--- src/rtl/fpst_pkg.sv ---
package fpst_pkg;

  // positions of the exception kinds, shared by the vector, the enables and the flags
  localparam int EX_INEXACT = 0;
  localparam int EX_UNDER   = 1;
  localparam int EX_OVER    = 2;
  localparam int EX_DIVZ    = 3;
  localparam int EX_INVAL   = 4;

  // status word fields
  localparam int ENA_LSB  = 0;
  localparam int FTZ_BIT  = 5;
  localparam int TRAP_BIT = 6;
  localparam int RND_LSB  = 9;

  // exception word fields
  localparam int COND_BIT = 26;
  localparam int FLAG_LSB = 27;

  typedef enum logic [1:0] {
    RND_NEAR = 2'd0,
    RND_ZERO = 2'd1,
    RND_PINF = 2'd2,
    RND_NINF = 2'd3
  } rnd_e;

endpackage

--- src/rtl/fpst_trap_eval.sv ---
module fpst_trap_eval
  import fpst_pkg::*;
#(
  parameter int STAT_W = 32,
  parameter int EXC_N  = 5,
  parameter int KEEP_W = 26
) (
  input  logic [STAT_W-1:0] stat_i,
  input  logic [EXC_N-1:0]  exc_i,
  output logic [STAT_W-1:0] nxt_stat_o,
  output logic [STAT_W-1:0] nxt_excw_o,
  output logic              trap_o
);
  localparam logic [STAT_W-1:0] KEEP_MASK = {{(STAT_W-KEEP_W){1'b0}}, {KEEP_W{1'b1}}};
  localparam logic [EXC_N-1:0]  OU_MASK   = EXC_N'((1 << EX_OVER) | (1 << EX_UNDER));

  logic [STAT_W-1:0] kept;
  logic [EXC_N-1:0]  hit;

  always_comb begin
    kept   = stat_i & KEEP_MASK;
    hit    = exc_i & kept[ENA_LSB +: EXC_N];
    trap_o = |hit;

    nxt_stat_o = kept;
    nxt_excw_o = '0;
    if (trap_o) begin
      nxt_stat_o[TRAP_BIT] = 1'b1;
      if (|(hit & OU_MASK)) begin
        nxt_excw_o[COND_BIT]           = 1'b1;
        nxt_excw_o[FLAG_LSB + EX_OVER] = 1'b1;
      end else begin
        nxt_excw_o[FLAG_LSB +: EXC_N] = exc_i;
      end
    end
  end

endmodule

--- src/rtl/fpst_round_dec.sv ---
module fpst_round_dec #(
  parameter int RND_W = 2
) (
  input  logic [RND_W-1:0]      field_i,
  output logic [(1<<RND_W)-1:0] sel_o
);
  localparam int N_MODES = 1 << RND_W;

  for (genvar m = 0; m < N_MODES; m++) begin : g_mode
    assign sel_o[m] = (field_i == RND_W'(m));
  end

endmodule

--- src/rtl/fpst_stat_reg.sv ---
module fpst_stat_reg #(
  parameter int STAT_W = 32
) (
  input  logic              clk,
  input  logic              rst_n,
  input  logic              ld_vld_i,
  input  logic [STAT_W-1:0] ld_word_i,
  input  logic              op_vld_i,
  input  logic [STAT_W-1:0] nxt_stat_i,
  input  logic [STAT_W-1:0] nxt_excw_i,
  input  logic              trap_i,
  output logic [STAT_W-1:0] stat_q,
  output logic [STAT_W-1:0] excw_q,
  output logic              trap_q
);

  always_ff @(posedge clk) begin
    if (!rst_n) begin
      stat_q <= '0;
      excw_q <= '0;
      trap_q <= 1'b0;
    end else begin
      trap_q <= 1'b0;
      if (ld_vld_i) begin
        stat_q <= ld_word_i;
      end else if (op_vld_i) begin
        stat_q <= nxt_stat_i;
        excw_q <= nxt_excw_i;
        trap_q <= trap_i;
      end
    end
  end

endmodule

--- src/rtl/fpst_trap_unit.sv ---
module fpst_trap_unit
  import fpst_pkg::*;
#(
  parameter int STAT_W = 32,
  parameter int EXC_N  = 5,
  parameter int KEEP_W = 26,
  parameter int RND_W  = 2
) (
  input  logic                  clk,
  input  logic                  rst_n,
  input  logic                  ld_vld_i,
  input  logic [STAT_W-1:0]     ld_word_i,
  input  logic                  op_vld_i,
  input  logic [EXC_N-1:0]      op_exc_i,
  output logic [STAT_W-1:0]     status_o,
  output logic [STAT_W-1:0]     excw_o,
  output logic                  trap_o,
  output logic [(1<<RND_W)-1:0] rmode_o,
  output logic                  ftz_o
);
  logic [STAT_W-1:0] nxt_stat;
  logic [STAT_W-1:0] nxt_excw;
  logic              trap_hit;

  fpst_trap_eval #(
    .STAT_W(STAT_W), .EXC_N(EXC_N), .KEEP_W(KEEP_W)
  ) i_eval (
    .stat_i    (status_o),
    .exc_i     (op_exc_i),
    .nxt_stat_o(nxt_stat),
    .nxt_excw_o(nxt_excw),
    .trap_o    (trap_hit)
  );

  fpst_stat_reg #(.STAT_W(STAT_W)) i_reg (
    .clk       (clk),
    .rst_n     (rst_n),
    .ld_vld_i  (ld_vld_i),
    .ld_word_i (ld_word_i),
    .op_vld_i  (op_vld_i),
    .nxt_stat_i(nxt_stat),
    .nxt_excw_i(nxt_excw),
    .trap_i    (trap_hit),
    .stat_q    (status_o),
    .excw_q    (excw_o),
    .trap_q    (trap_o)
  );

  fpst_round_dec #(.RND_W(RND_W)) i_rnd (
    .field_i(status_o[RND_LSB +: RND_W]),
    .sel_o  (rmode_o)
  );

  assign ftz_o = status_o[FTZ_BIT];

endmodule

--- config.mk ---
export PLATFORM = sky130hd
export DESIGN_NAME = fpst_trap_unit
export DESIGN_NICKNAME = d
export VERILOG_FILES = /design/src/rtl/fpst_pkg.sv /design/src/rtl/fpst_trap_eval.sv /design/src/rtl/fpst_round_dec.sv /design/src/rtl/fpst_stat_reg.sv /design/src/rtl/fpst_trap_unit.sv
export SDC_FILE = /design/constraint.sdc
export NUM_CORES = 1
export LEC_CHECK = 0
export ABC_AREA = 1
export BUFFER_PORTS_ARGS = -buffer_cell sky130_fd_sc_hd__buf_4
export CAP_MARGIN = 20
export CORE_MARGIN = 2
export CORE_UTILIZATION = 35
export DETAILED_ROUTE_END_ITERATION = 7
export MAX_ROUTING_LAYER = met4
export PLACE_DENSITY_LB_ADDON = 0.25
export SLEW_MARGIN = 20
export SYNTH_ARGS = -nofsm -noshare
export SYNTH_HDL_FRONTEND = slang
export SYNTH_SLANG_ARGS = --single-unit
--- constraint.sdc ---
create_clock -name clk -period 1.2 [get_ports clk]
set_clock_uncertainty 0.1 [all_clocks]
set_input_delay 0.36 -clock clk [delete_from_list [all_inputs] [get_ports clk]]
set_output_delay 0.36 -clock clk [all_outputs]
set_load 0.01 [all_outputs]
==> flow_summary.yaml <==
outcome:
  outcome: "finished, violations left"
  violations: "negative setup slack"
clock_tree:
  cts_root_buf: "clkbuf_8"
  clock_sinks: 39
  htree_levels: 2
  cts_tree: "yes"
  clk-insertion-delay-late_ns: 0.29
  cts-buffers-inserted: 5
  clockBufferDepth: 2
  path_clk_slew_ns: 0.08
place:
  placed_area_um2: 2230
  gp_congestion: 0.717
  post-dp-hpwl_um: 2830
  dp.cells: 345
  io_buffers: 84
critical_path:
  start_kind: "register"
  crit_required_ns: 0.74
  worst_r2r_endpoint: "i_reg.excw_q[31]"
  crit_type: "register to output pin"
  cp-startpoint: "i_reg.stat_q[9]"
  r2r-start: "i_reg.stat_q[1]"
  r2r_cells: 6
  end_kind: "output pin"
  ff2ff_setup_slack_ns: 0.04
  worstPathArrival_ns: 0.90
  crit_end: "rmode_o[1]"
  crit_fanout: 5
synthesis:
  seq_area_frac_synth_pct: 47.5
  ys_types: 17
  synth_top_family_by_area: "simple AND/OR/NAND/NOR gates"
  synth_xor_area_share_pct: 0
  synthAdderAreaFrac_pct: 0
  synthTopCellsByArea: "dfxtp_1, buf_4, nor2_1"
  synthCells: 212
  synth_top_area_share_pct: 47.5
  avgSynthCellArea_um2: 7.75
  synth-seq-cells: 39
  synthMuxAreaShare_pct: 0
  synthesis.area_um2: 1640
  yosys.area.top_type: "dfxtp_1"
  yosys.area_share.simple_pct: 20.3
  synth_compound_area_share_pct: 14.3
  yosys_warnings: 0
global_routing:
  grt_pass1_vias: 1549
  antenna_found_initial: 0
  grt_usage_pct: 16.7
  grt_max_degree: 31
  met1_usage_pct: 20.2
  top_usage_layer: "met2"
  gr-usage-met3_pct: 4.72
  grt_pass1_wl_um: 6680
  grt.overflow.total: 0
  gr-usage-met2_pct: 27.0
layout:
  n_fill_cell: 399
  seq_area_um2: 835
  syn_to_final_growth_pct: 62.0
  multiInputGateArea_um2: 702
  final_area_um2: 2660
  nNetsFinal: 347
  drive_gt1_share_pct: 50.8
  antennaDiodeCount: 0
  final_core_util_pct: 59.9
  fin_cells: 359
pwr:
  sw_frac_of_total_pct: 24.1
  pwr-share-comb_pct: 18.2
  power.total_uw: 3360
  switchingPower_uw: 810
  pwr-share-clk_pct: 38.7
  internal_power_uw: 2550
  power.density_nw_per_um2: 1260
  seqPwrFrac_pct: 43.1
  p_leak_uw: 0.00130
  ir_worst_vdd_mv: 0.781
drt:
  vias: 1591
  wirelength_um: 4230
  drt_iter0_drc: 89
  viasPerCell: 4.43
  firstDrtPassIters: 4
  drcViolationCount: 0
  drtAntennaViolNets: 0
  routedWlPerCell_um: 11.8
sta:
  grt_setup_unrepaired: "yes"
  setup_ws_ns: -0.158
  finalHoldViolations: 0
  fmaxAchievable_mhz: 736
  setup-violations-final: 14
  fin_crit_sh_pct: 113
  fin_crit_ns: 1.36
  finalSetupTns_ns: -0.939
  slew_violations: 0
floorplan:
  die_h_um: 72.5
  core-area_um2: 4440
  ios: 111
  die_w_um: 72.5
  die_area_um2: 5260
  initial_core_util_pct: 37.0
  num_rows: 24
min_path:
  hold_class: "primary input to register"
  holdPathStages: 3
job:
  drv_cap: 0
-- per-layer routing --
metal / part of all wire (%) / wire length, um / vias up
met2: 49 / 2060 / 75
met3: 7.7 / 327 / 6
met4: 1.3 / 55 / 0
li1: - / - / 807
met1: 42 / 1780 / 703
met5: 0 / 0 / -
-- final cells by class --
| type | instances | share of cell area [%] |
|---|---|---|
| flip-flops and latches | 39 | 31.4 |
| repair buffers | 98 | 33.9 |
| clock buffers | 6 | 2.73 |
| inverters | 7 | 0.987 |
| multi-input cells | 155 | 26.4 |
| well taps | 52 | 2.44 |
| clock inverters | 2 | 2.26 |
-- cell usage in the layout, fill, tap and decap left out, types with 2 or more instances in the layout --
| master | instances |
|---|---|
| a21oi_1 | 14 |
| clkbuf_8 | 5 |
| buf_4 | 54 |
| inv_2 | 4 |
| nand3_1 | 3 |
| dfxtp_4 | 2 |
| dfxtp_2 | 37 |
| conb_1 | 26 |
| nand3_2 | 2 |
| nand2_1 | 20 |
| bufinv_16 | 2 |
| nand2_4 | 4 |
| o21ai_0 | 28 |
| o21bai_1 | 2 |
| buf_6 | 44 |
| nor2_1 | 53 |
| inv_1 | 3 |
-- synth_stat cells (all sizes together) --
cell type and n:
dfxtp 39, clkbuf 4, inv 7, nand2 24
o21bai 2, nand3 5, a21oi 15, conb 1
buf 32, nor2 54, o21ai 29
-- flip-flops by register name (all words and copies together) (netlist names) --
signal	cells
i_reg.stat_q	32
i_reg.trap_q	1
i_reg.excw_q	6
-- power by group through the flow --
stage	Combinational [uW]	Sequential, uW	Clock, uW
2_1_floorplan	271	1480	0
3_3_place_gp	518	1450	0
3_5_place_dp	523	1450	0
4_1_cts	586	1450	1340
5_1_grt	677	1460	1390
6_report	613	1450	1300
-- worst min-delay path by stage --
stage | start | end | slack (ns)
final | ld_word_i[1] | i_reg.stat_q[1] | 0.18
after detailed placement | i_reg.excw_q[30] | i_reg.excw_q[30] | 0.36
after CTS | ld_word_i[14] | i_reg.stat_q[14] | 0.18
after global routing | ld_word_i[1] | i_reg.stat_q[1] | 0.18
after floorplan | i_reg.stat_q[26] | i_reg.stat_q[26] | 0.38
after global placement | i_reg.stat_q[29] | i_reg.stat_q[29] | 0.35
-- timing repair --
item                                    CTS  global route
gates resized for setup                  82            15
pin swaps                                 1             4
endpoints found under the setup margin   44            49
buffers inserted                          3             3
hold endpoints to repair                  0             0
hold buffers                              0             0
-- worst max-delay path: stages (launching register included) --
cell and delay [ns]:
dfxtp_4 0.37, inv_2 0.04, nor2_1 0.07, buf_4 0.12
-- metrics by stage --
step                hold WS, ns  setup WS, ns
floorplan                 0.384        0.0988
global placement          0.351      -0.00552
detailed placement        0.356       -0.0382
CTS                       0.176        -0.173
global route              0.175        -0.211
finish                    0.183        -0.158
-- kinds of logic (layout without fill, tap and decap cells) --
logic type / count (synthesis) / count (layout)
AND/OR/NAND/NOR: 83 / 83
AO/OA/AOI/OAI: 46 / 46
buffers and inverters: 43 / 113
flip-flops: 39 / 39
other: 1 / 26
Note: power is estimated with default switching activity, not from simulation.
